--- src/rtl/cfgrb_pkg.sv ---
package cfgrb_pkg;

   typedef enum logic [1:0] {
      ST_IDLE = 2'd0,
      ST_CMD  = 2'd1,
      ST_READ = 2'd2
   } rb_state_e;

   localparam int unsigned CMD_WORDS = 11;
   localparam int unsigned CMD_BYTES = CMD_WORDS * 4;

   // command packet word by position; order is behaviour
   function automatic logic [31:0] cmd_word(input logic [3:0]  idx,
                                            input logic [31:0] dev_id,
                                            input logic [31:0] frame_addr,
                                            input logic [26:0] rd_words);
      logic [31:0] w;
      case (idx)
         4'd0:    w = 32'hFFFF_FFFF;
         4'd1:    w = 32'hAA99_5566;
         4'd2:    w = 32'h3001_C001;
         4'd3:    w = dev_id;
         4'd4:    w = 32'h3000_8001;
         4'd5:    w = 32'h0000_0004;
         4'd6:    w = 32'h3000_2001;
         4'd7:    w = frame_addr;
         4'd8:    w = 32'h2800_6000;
         4'd9:    w = {5'b01001, rd_words};
         default: w = 32'h0000_0000;
      endcase
      return w;
   endfunction

endpackage

--- src/rtl/cfgrb_cmd_emitter.sv ---
module cfgrb_cmd_emitter
   import cfgrb_pkg::*;
#(
   parameter logic [31:0] DEV_ID     = 32'h0124_A093,
   parameter logic [31:0] FRAME_ADDR = 32'h0000_0000,
   parameter int unsigned RD_WORDS   = 32'h0002_22FA
) (
   input  logic       clk,
   input  logic       rst,
   input  logic       run,
   output logic [7:0] byte_o,
   output logic       last_o
);
   localparam int unsigned POS_W = $clog2(CMD_BYTES);

   logic [POS_W-1:0] pos;
   logic [31:0]      word;
   logic [7:0]       sel;

   always_ff @(posedge clk) begin
      if (rst || !run) pos <= '0;
      else             pos <= pos + 1'b1;
   end

   always_comb begin
      word = cmd_word(pos[POS_W-1:2], DEV_ID, FRAME_ADDR, 27'(RD_WORDS));
      case (pos[1:0])
         2'd0:    sel = word[31:24];
         2'd1:    sel = word[23:16];
         2'd2:    sel = word[15:8];
         default: sel = word[7:0];
      endcase
   end

   assign byte_o = run ? sel : 8'h00;
   assign last_o = run && (pos == POS_W'(CMD_BYTES - 1));

   a_r2_pos_in_range: assert property (@(posedge clk) disable iff (rst)
      run |-> pos < POS_W'(CMD_BYTES))
      else $error("a_r2_pos_in_range");

endmodule

--- src/rtl/cfgrb_frame_stripper.sv ---
module cfgrb_frame_stripper #(
   parameter int unsigned FRAME_BYTES = 424,
   parameter int unsigned NUM_FRAMES  = 1320,
   parameter int unsigned PAD_BYTES   = 4,
   parameter int unsigned LEAD_FRAMES = 1,
   localparam int unsigned FRM_W = $clog2(NUM_FRAMES + 1),
   localparam int unsigned BYT_W = $clog2(FRAME_BYTES + 1),
   localparam int unsigned CNT_W = $clog2(NUM_FRAMES * FRAME_BYTES + 1)
) (
   input  logic             clk,
   input  logic             rst,
   input  logic             clear,
   input  logic             accept,
   input  logic [7:0]       din,
   input  logic             out_rdy,
   output logic             out_vld,
   output logic [7:0]       out_data,
   output logic [FRM_W-1:0] out_frame,
   output logic [BYT_W-1:0] out_byte,
   output logic             all_rx,
   output logic             final_xfer,
   output logic [CNT_W-1:0] rx_count
);
   localparam int unsigned SLOT_BYTES = PAD_BYTES + FRAME_BYTES;
   localparam int unsigned SLOTS      = NUM_FRAMES + LEAD_FRAMES;
   localparam int unsigned POS_W      = $clog2(SLOT_BYTES);
   localparam int unsigned SLOT_W     = $clog2(SLOTS + 1);

   logic [POS_W-1:0]  pos;
   logic [SLOT_W-1:0] slot;
   logic              in_pad, in_lead, slot_end, stream_end, keep, out_last;

   generate
      if (PAD_BYTES == 0) begin : g_nopad
         assign in_pad = 1'b0;
      end else begin : g_pad
         assign in_pad = pos < POS_W'(PAD_BYTES);
      end
      if (LEAD_FRAMES == 0) begin : g_nolead
         assign in_lead = 1'b0;
      end else begin : g_lead
         assign in_lead = slot < SLOT_W'(LEAD_FRAMES);
      end
   endgenerate

   assign slot_end   = pos == POS_W'(SLOT_BYTES - 1);
   assign stream_end = slot_end && (slot == SLOT_W'(SLOTS - 1));
   assign keep       = !in_pad && !in_lead;
   assign final_xfer = out_vld && out_rdy && out_last;

   always_ff @(posedge clk) begin
      if (rst || clear) begin
         pos       <= '0;
         slot      <= '0;
         all_rx    <= 1'b0;
         out_vld   <= 1'b0;
         out_last  <= 1'b0;
         out_data  <= 8'h00;
         out_frame <= '0;
         out_byte  <= '0;
         rx_count  <= '0;
      end else begin
         if (out_vld && out_rdy) out_vld <= 1'b0;
         if (accept) begin
            pos <= slot_end ? '0 : pos + 1'b1;
            if (slot_end)   slot   <= slot + 1'b1;
            if (stream_end) all_rx <= 1'b1;
            if (keep) begin
               out_vld   <= 1'b1;
               out_data  <= din;
               out_frame <= FRM_W'(slot - SLOT_W'(LEAD_FRAMES));
               out_byte  <= BYT_W'(pos - POS_W'(PAD_BYTES));
               out_last  <= stream_end;
               rx_count  <= rx_count + 1'b1;
            end
         end
      end
   end

   a_r5_hold_stable: assert property (@(posedge clk) disable iff (rst || clear)
      (out_vld && !out_rdy) |=> (out_vld && $stable(out_data) && $stable(out_frame) && $stable(out_byte)))
      else $error("a_r5_hold_stable");

   a_r4_byte_range: assert property (@(posedge clk) disable iff (rst)
      out_vld |-> (out_byte < BYT_W'(FRAME_BYTES)))
      else $error("a_r4_byte_range");

   a_r4_frame_range: assert property (@(posedge clk) disable iff (rst)
      out_vld |-> (out_frame < FRM_W'(NUM_FRAMES)))
      else $error("a_r4_frame_range");

   a_r3_no_accept_when_full: assert property (@(posedge clk) disable iff (rst)
      all_rx |-> !accept)
      else $error("a_r3_no_accept_when_full");

endmodule

--- src/rtl/cfgrb_stall_timer.sv ---
module cfgrb_stall_timer #(
   parameter int unsigned TMO_W = 16
) (
   input  logic             clk,
   input  logic             rst,
   input  logic             clear,
   input  logic             waiting,
   input  logic             got,
   input  logic [TMO_W-1:0] limit,
   output logic             hit,
   output logic             stall
);
   logic [TMO_W-1:0] cnt;

   assign hit = waiting && (cnt == limit - 1'b1);

   always_ff @(posedge clk) begin
      if (rst || clear) begin
         cnt   <= '0;
         stall <= 1'b0;
      end else if (hit) begin
         cnt   <= '0;
         stall <= 1'b1;
      end else if (got) begin
         cnt <= '0;
      end else if (waiting) begin
         cnt <= cnt + 1'b1;
      end
   end

   a_r7_sticky: assert property (@(posedge clk) disable iff (rst)
      (stall && !clear) |=> stall)
      else $error("a_r7_sticky");

endmodule

--- src/rtl/cfgrb_seq.sv ---
module cfgrb_seq
   import cfgrb_pkg::*;
#(
   parameter int unsigned FRAME_BYTES = 424,
   parameter int unsigned NUM_FRAMES  = 1320,
   parameter int unsigned PAD_BYTES   = 4,
   parameter int unsigned LEAD_FRAMES = 1,
   parameter int unsigned TMO_W       = 16,
   parameter logic [31:0] DEV_ID      = 32'h0124_A093,
   parameter logic [31:0] FRAME_ADDR  = 32'h0000_0000,
   parameter int unsigned RD_WORDS    = 32'h0002_22FA,
   localparam int unsigned FRM_W = $clog2(NUM_FRAMES + 1),
   localparam int unsigned BYT_W = $clog2(FRAME_BYTES + 1),
   localparam int unsigned CNT_W = $clog2(NUM_FRAMES * FRAME_BYTES + 1)
) (
   input  logic             clk,
   input  logic             rst,
   input  logic             start,
   input  logic [TMO_W-1:0] tmo_limit,
   output logic             cfg_cs,
   output logic             cfg_we,
   output logic [7:0]       cfg_dout,
   output logic             cfg_rd_en,
   input  logic [7:0]       cfg_din,
   input  logic             cfg_din_vld,
   output logic             out_vld,
   input  logic             out_rdy,
   output logic [7:0]       out_data,
   output logic [FRM_W-1:0] out_frame,
   output logic [BYT_W-1:0] out_byte,
   output logic             done,
   output logic             stall,
   output logic [CNT_W-1:0] rx_count
);
   rb_state_e state;
   logic      go, cmd_last, all_rx, final_xfer, stall_hit, accept, waiting;

   assign go        = start && (state == ST_IDLE);
   assign cfg_cs    = state != ST_IDLE;
   assign cfg_we    = state == ST_CMD;
   assign cfg_rd_en = (state == ST_READ) && !all_rx && !(out_vld && !out_rdy);
   assign accept    = cfg_rd_en && cfg_din_vld;
   assign waiting   = cfg_rd_en && !cfg_din_vld;

   always_ff @(posedge clk) begin
      if (rst) begin
         state <= ST_IDLE;
         done  <= 1'b0;
      end else begin
         done <= final_xfer;
         case (state)
            ST_IDLE: if (go) state <= ST_CMD;
            ST_CMD:  if (cmd_last) state <= ST_READ;
            ST_READ: if (stall_hit || final_xfer) state <= ST_IDLE;
            default: state <= ST_IDLE;
         endcase
      end
   end

   cfgrb_cmd_emitter #(
      .DEV_ID(DEV_ID), .FRAME_ADDR(FRAME_ADDR), .RD_WORDS(RD_WORDS)
   ) u_emit (
      .clk(clk), .rst(rst), .run(state == ST_CMD),
      .byte_o(cfg_dout), .last_o(cmd_last)
   );

   cfgrb_frame_stripper #(
      .FRAME_BYTES(FRAME_BYTES), .NUM_FRAMES(NUM_FRAMES),
      .PAD_BYTES(PAD_BYTES), .LEAD_FRAMES(LEAD_FRAMES)
   ) u_strip (
      .clk(clk), .rst(rst), .clear(go), .accept(accept), .din(cfg_din),
      .out_rdy(out_rdy), .out_vld(out_vld), .out_data(out_data),
      .out_frame(out_frame), .out_byte(out_byte), .all_rx(all_rx),
      .final_xfer(final_xfer), .rx_count(rx_count)
   );

   cfgrb_stall_timer #(.TMO_W(TMO_W)) u_tmo (
      .clk(clk), .rst(rst), .clear(go), .waiting(waiting), .got(accept),
      .limit(tmo_limit), .hit(stall_hit), .stall(stall)
   );

   a_r2_first_dummy: assert property (@(posedge clk) disable iff (rst)
      $rose(cfg_we) |-> (cfg_dout == 8'hFF))
      else $error("a_r2_first_dummy");

   a_r3_read_not_write: assert property (@(posedge clk) disable iff (rst)
      cfg_rd_en |-> (cfg_cs && !cfg_we))
      else $error("a_r3_read_not_write");

   a_r6_done_single: assert property (@(posedge clk) disable iff (rst)
      done |=> !done)
      else $error("a_r6_done_single");

   a_r6_done_idle: assert property (@(posedge clk) disable iff (rst)
      done |-> !cfg_cs)
      else $error("a_r6_done_idle");

   a_r7_stall_deselect: assert property (@(posedge clk) disable iff (rst)
      stall |-> !cfg_cs)
      else $error("a_r7_stall_deselect");

   a_r8_no_restart: assert property (@(posedge clk) disable iff (rst)
      (state == ST_READ && start) |=> (state != ST_CMD))
      else $error("a_r8_no_restart");

   a_r9_count_at_done: assert property (@(posedge clk) disable iff (rst)
      done |-> (rx_count == CNT_W'(NUM_FRAMES * FRAME_BYTES)))
      else $error("a_r9_count_at_done");

endmodule

--- config.mk ---
export PLATFORM = sky130hd
export DESIGN_NAME = cfgrb_seq
export DESIGN_NICKNAME = d
export VERILOG_FILES = /design/src/rtl/cfgrb_pkg.sv /design/src/rtl/cfgrb_cmd_emitter.sv /design/src/rtl/cfgrb_frame_stripper.sv /design/src/rtl/cfgrb_stall_timer.sv /design/src/rtl/cfgrb_seq.sv
export SDC_FILE = /design/constraint.sdc
export NUM_CORES = 1
export LEC_CHECK = 0
export ABC_AREA = 0
export ABC_CLOCK_PERIOD_IN_PS = 3900
export BUFFER_PORTS_ARGS = -buffer_cell sky130_fd_sc_hd__buf_2
export CAP_MARGIN = 20
export CELL_PAD_IN_SITES_DETAIL_PLACEMENT = 0
export CELL_PAD_IN_SITES_GLOBAL_PLACEMENT = 2
export CORE_AREA = 2 2 117 142
export CTS_CLUSTER_SIZE = 10
export DETAILED_ROUTE_END_ITERATION = 10
export DIE_AREA = 0 0 119 144
export HOLD_SLACK_MARGIN = 0.1
export PLACE_DENSITY_LB_ADDON = 0.1
export SLEW_MARGIN = 20
export SYNTH_ARGS = -nofsm -noshare
export SYNTH_HDL_FRONTEND = slang
export SYNTH_SLANG_ARGS = --single-unit
--- constraint.sdc ---
create_clock -name clk -period 3.9 [get_ports clk]
set_input_delay 0.195 -clock clk [delete_from_list [all_inputs] [get_ports clk]]
set_output_delay 0.195 -clock clk [all_outputs]
set_load 0.05 [all_outputs]
==> impl_metrics.toml <==
[critical_path]
cp_num_buf_inv = 0
worst-path-max-fanout = 17
critical_path.max_stage_delay_ns = 0.74
timing.critical_path.slowest_stage_cell = "nor4_4"
timing.critical_path.to_type = "register"
timing.critical_path.from_type = "register"
critical-path-top-delay-family = "simple AND/OR/NAND/NOR gates"
crit_path_cells = "nor2b_1 -> or4_1 -> nor4_1 -> o2111ai_1 -> nor4_4 -> nor3_1"
timing.critical_path.arrival_ns = 2.94
timing_worst_setup_path_type = "register to register"
crit_required_ns = 4.15

[synthesis]
synth_seq_cells = 113
synth-edff-count = 0
synth.lib_cells_used.distinct = 52
synth_ff_type = "dfxtp_1"
synth-async-reset-ratio_pct = 0
yosys_warnings = 0
synth.avg_cell_area_um2 = 8.47
synthesized_netlist_net_count = 727
mappedNetlistArea_um2 = 5750
synth_seq_area_share_pct = 39.3
synth_cells = 679

[sta]
grt_setup_unrepaired = "no"
max_slew_margin_pct = 35.1
final-setup-viol-count = 0
max_freq_mhz = 372
timing.final.max_slew_violations = 0
slack_of_the_critical_path_ns = 1.21
timing.final.hold_violations = 0
timing_worst_slew_pin_value_ns = 0.974
fin_worst_skew_ns = 0.00818
fin_crit_sh_pct = 69.0
tns_ns = 0
finalWorstPathRequiredPeriod_ns = 2.69

[route]
routed_wire_length_per_instance_um = 14.3
detail_route.vias_per_cell = 4.86
post-route-drc-count = 0
number_of_detailed_routing_iterations_run_before_antenna_repair = 5
routed_wirelength_mm = 14.2
ant_nets = 0
initialDrtViolationCount = 239
num_vias = 4821

[placement]
dp.final_hpwl_mm = 10.3
pre_cts_ws_ns = 1.10
gp_congestion = 0.795
placed_cells_incl_taps = 948
numPortBuffers = 90

[grt]
grt-ovfl-total = 0
grt.total_usage_pct = 17.5
grt_pass1_wl_mm = 24.1
grt_antenna_before_repair = 0
vias_in_the_first_global_route = 4876
grt_max_degree = 50

[layout]
multi_input_comb_area_um2 = 3230
area_delta_synth_final_pct = 22.6
final_net_count = 814
diodes = 0
finalCoreUtilization_pct = 44.4
fillerInstances = 1598
drive_above_1_share_pct = 19.1
register_area_um2 = 2260
post_route_insts_no_fill = 991

[worst_hold_path]
worstHoldPathType = "input port to register"

[floorplan]
initial_core_util_pct = 36.2
pin_count = 91
std_cell_rows = 51
core_region_area_um2 = 15900
die-width_um = 119
die_area_um2 = 17100
die_height_um = 144

[clock_tree]
clockRootBuffer = "clkbuf_16"
tritoncts = "done"
numClockSinks = 113
cts_made_buffers = 17
worst_setup_hold_path_clk_slew_ns = 0.05
postCtsSetupBuffers = 0
worst_skew_pair.late_latency_ns = 0.41
h-tree-depth = 4
clock_path_buffers = 2

[power]
power.share.sequential_pct = 39.2
netSwitchingFraction_pct = 21.6
leakagePower_uw = 0.00281
total_switching_power_uw = 638
irDropWorstVdd_mv = 0.221
pwr-share-comb_pct = 5.2
clkPwrFrac_pct = 55.6
pwr_density_cell_nw_per_um2 = 419
internal-power_uw = 2320

[status]
status = "finished clean"

[run]
timing.max_cap.violations = 0
==> final timing paths <==
check,from,end,slack (ns),cells past startpoint
min,out_rdy,u_strip.out_vld,0.20,4
max reg2reg,u_strip.out_vld,u_tmo.cnt[1],1.21,6
max,u_strip.out_vld,u_tmo.cnt[1],1.21,6
min reg2reg,u_strip.out_byte[0],u_strip.out_byte[0],0.45,2
==> power groups by stage <==
stage | Combinational [µW] | Clock [µW] | Sequential (µW)
2_1_floorplan | 99.7 | 0 | 1180
3_5_place_dp | 147 | 0 | 1180
6_report | 153 | 1650 | 1160
3_3_place_gp | 146 | 0 | 1180
5_1_grt | 168 | 1730 | 1160
4_1_cts | 155 | 1680 | 1160
==> cells in the final DEF, fill, tap and decap left out, drive strengths merged, types with 4 or more instances in the layout <==
cell type and n:
clkbuf 21, xnor2 49, mux2i 4, nor3 36, clkinv 7, buf 94
or4 4, nor2b 4, a21oi 40, and2 5, o21ai 14, or3 6
ha 19, nor4 16, nand3 33, xor2 39, dfxtp 113, nand2b 8
and4 5, a22oi 4, inv 20, a211oi 15, nand4 15, dlygate4sd3 11
nor2 97, nand2 57, bufinv 4, and3 10
==> cell type report <==
type                            instances  area share, %
Tap cell                              212           3.76
Timing Repair Buffer                  105           8.37
Sequential cell                       113           32.1
Multi-Input combinational cell        509           45.8
Clock inverter                         11           2.25
Clock buffer                           21           6.67
Inverter                               20           1.06
==> Yosys cell counts, types with 15 or more instances <==
library cell / count / area, µm²
dfxtp_1: 113 / 2260
nand3_1: 33 / 165
nand2_1: 57 / 214
nor2_1: 97 / 364
nor3_1: 36 / 180
a21oi_1: 40 / 200
inv_1: 20 / 75.1
xnor2_1: 49 / 429
nand4_1: 15 / 93.8
xor2_1: 39 / 342
ha_1: 19 / 238
clkbuf_1: 21 / 78.8
==> logic make-up (layout without fill, tap and decap cells) <==
group	count (synthesis)	count (layout)	synth area share, %
AND/OR/NAND/NOR	307	307	26.9
buffers and inverters	57	157	4.67
adder cells (fa/ha/maj)	19	19	4.13
XOR/XNOR	89	89	13.8
AO/OA/AOI/OAI	90	90	10.5
multiplexers	4	4	0.696
flip-flops	113	113	39.3
==> worst register-to-register path, stage by stage (launching register included) <==
cell,delay (ns)
dfxtp_1,0.32
nor2b_1,0.19
or4_1,0.55
nor4_1,0.37
o2111ai_1,0.24
nor4_4,0.74
nor3_1,0.13
==> registers in the layout, summed over array words and instances (netlist names), 2 cells and up <==
name	flops
state	2
u_strip.out_frame	11
u_strip.pos	9
u_strip.out_byte	9
u_emit.word	16
u_strip.rx_count	20
u_tmo.cnt	16
u_emit.pos	6
u_strip.slot	11
u_strip.out_data	8
==> per-layer routing <==
metal | global-route usage, % | routed length, µm | up-vias
met5 | 0 | 0 | -
met2 | 29.4 | 6790 | 87
met3 | 4.93 | 686 | 13
li1 | - | - | 2509
met1 | 21.0 | 6470 | 2212
met4 | 7.21 | 213 | 0
==> per-stage QoR <==
stage          power, µW  instance area (µm²)  hold WS [ns]
2_1_floorplan       1280                 5750         0.267
3_3_place_gp        1330                 6310         0.436
3_5_place_dp        1330                 6310         0.442
4_1_cts             2990                 7050         0.184
5_1_grt             3060                 7050         0.249
6_report            2960                 7050         0.205
==> timing repair <==
action,4_1_cts,5_1_grt
hold buffers,11,0
resized for setup,0,0
hold endpoints to repair,11,0
(Power assumes the default switching activity.)
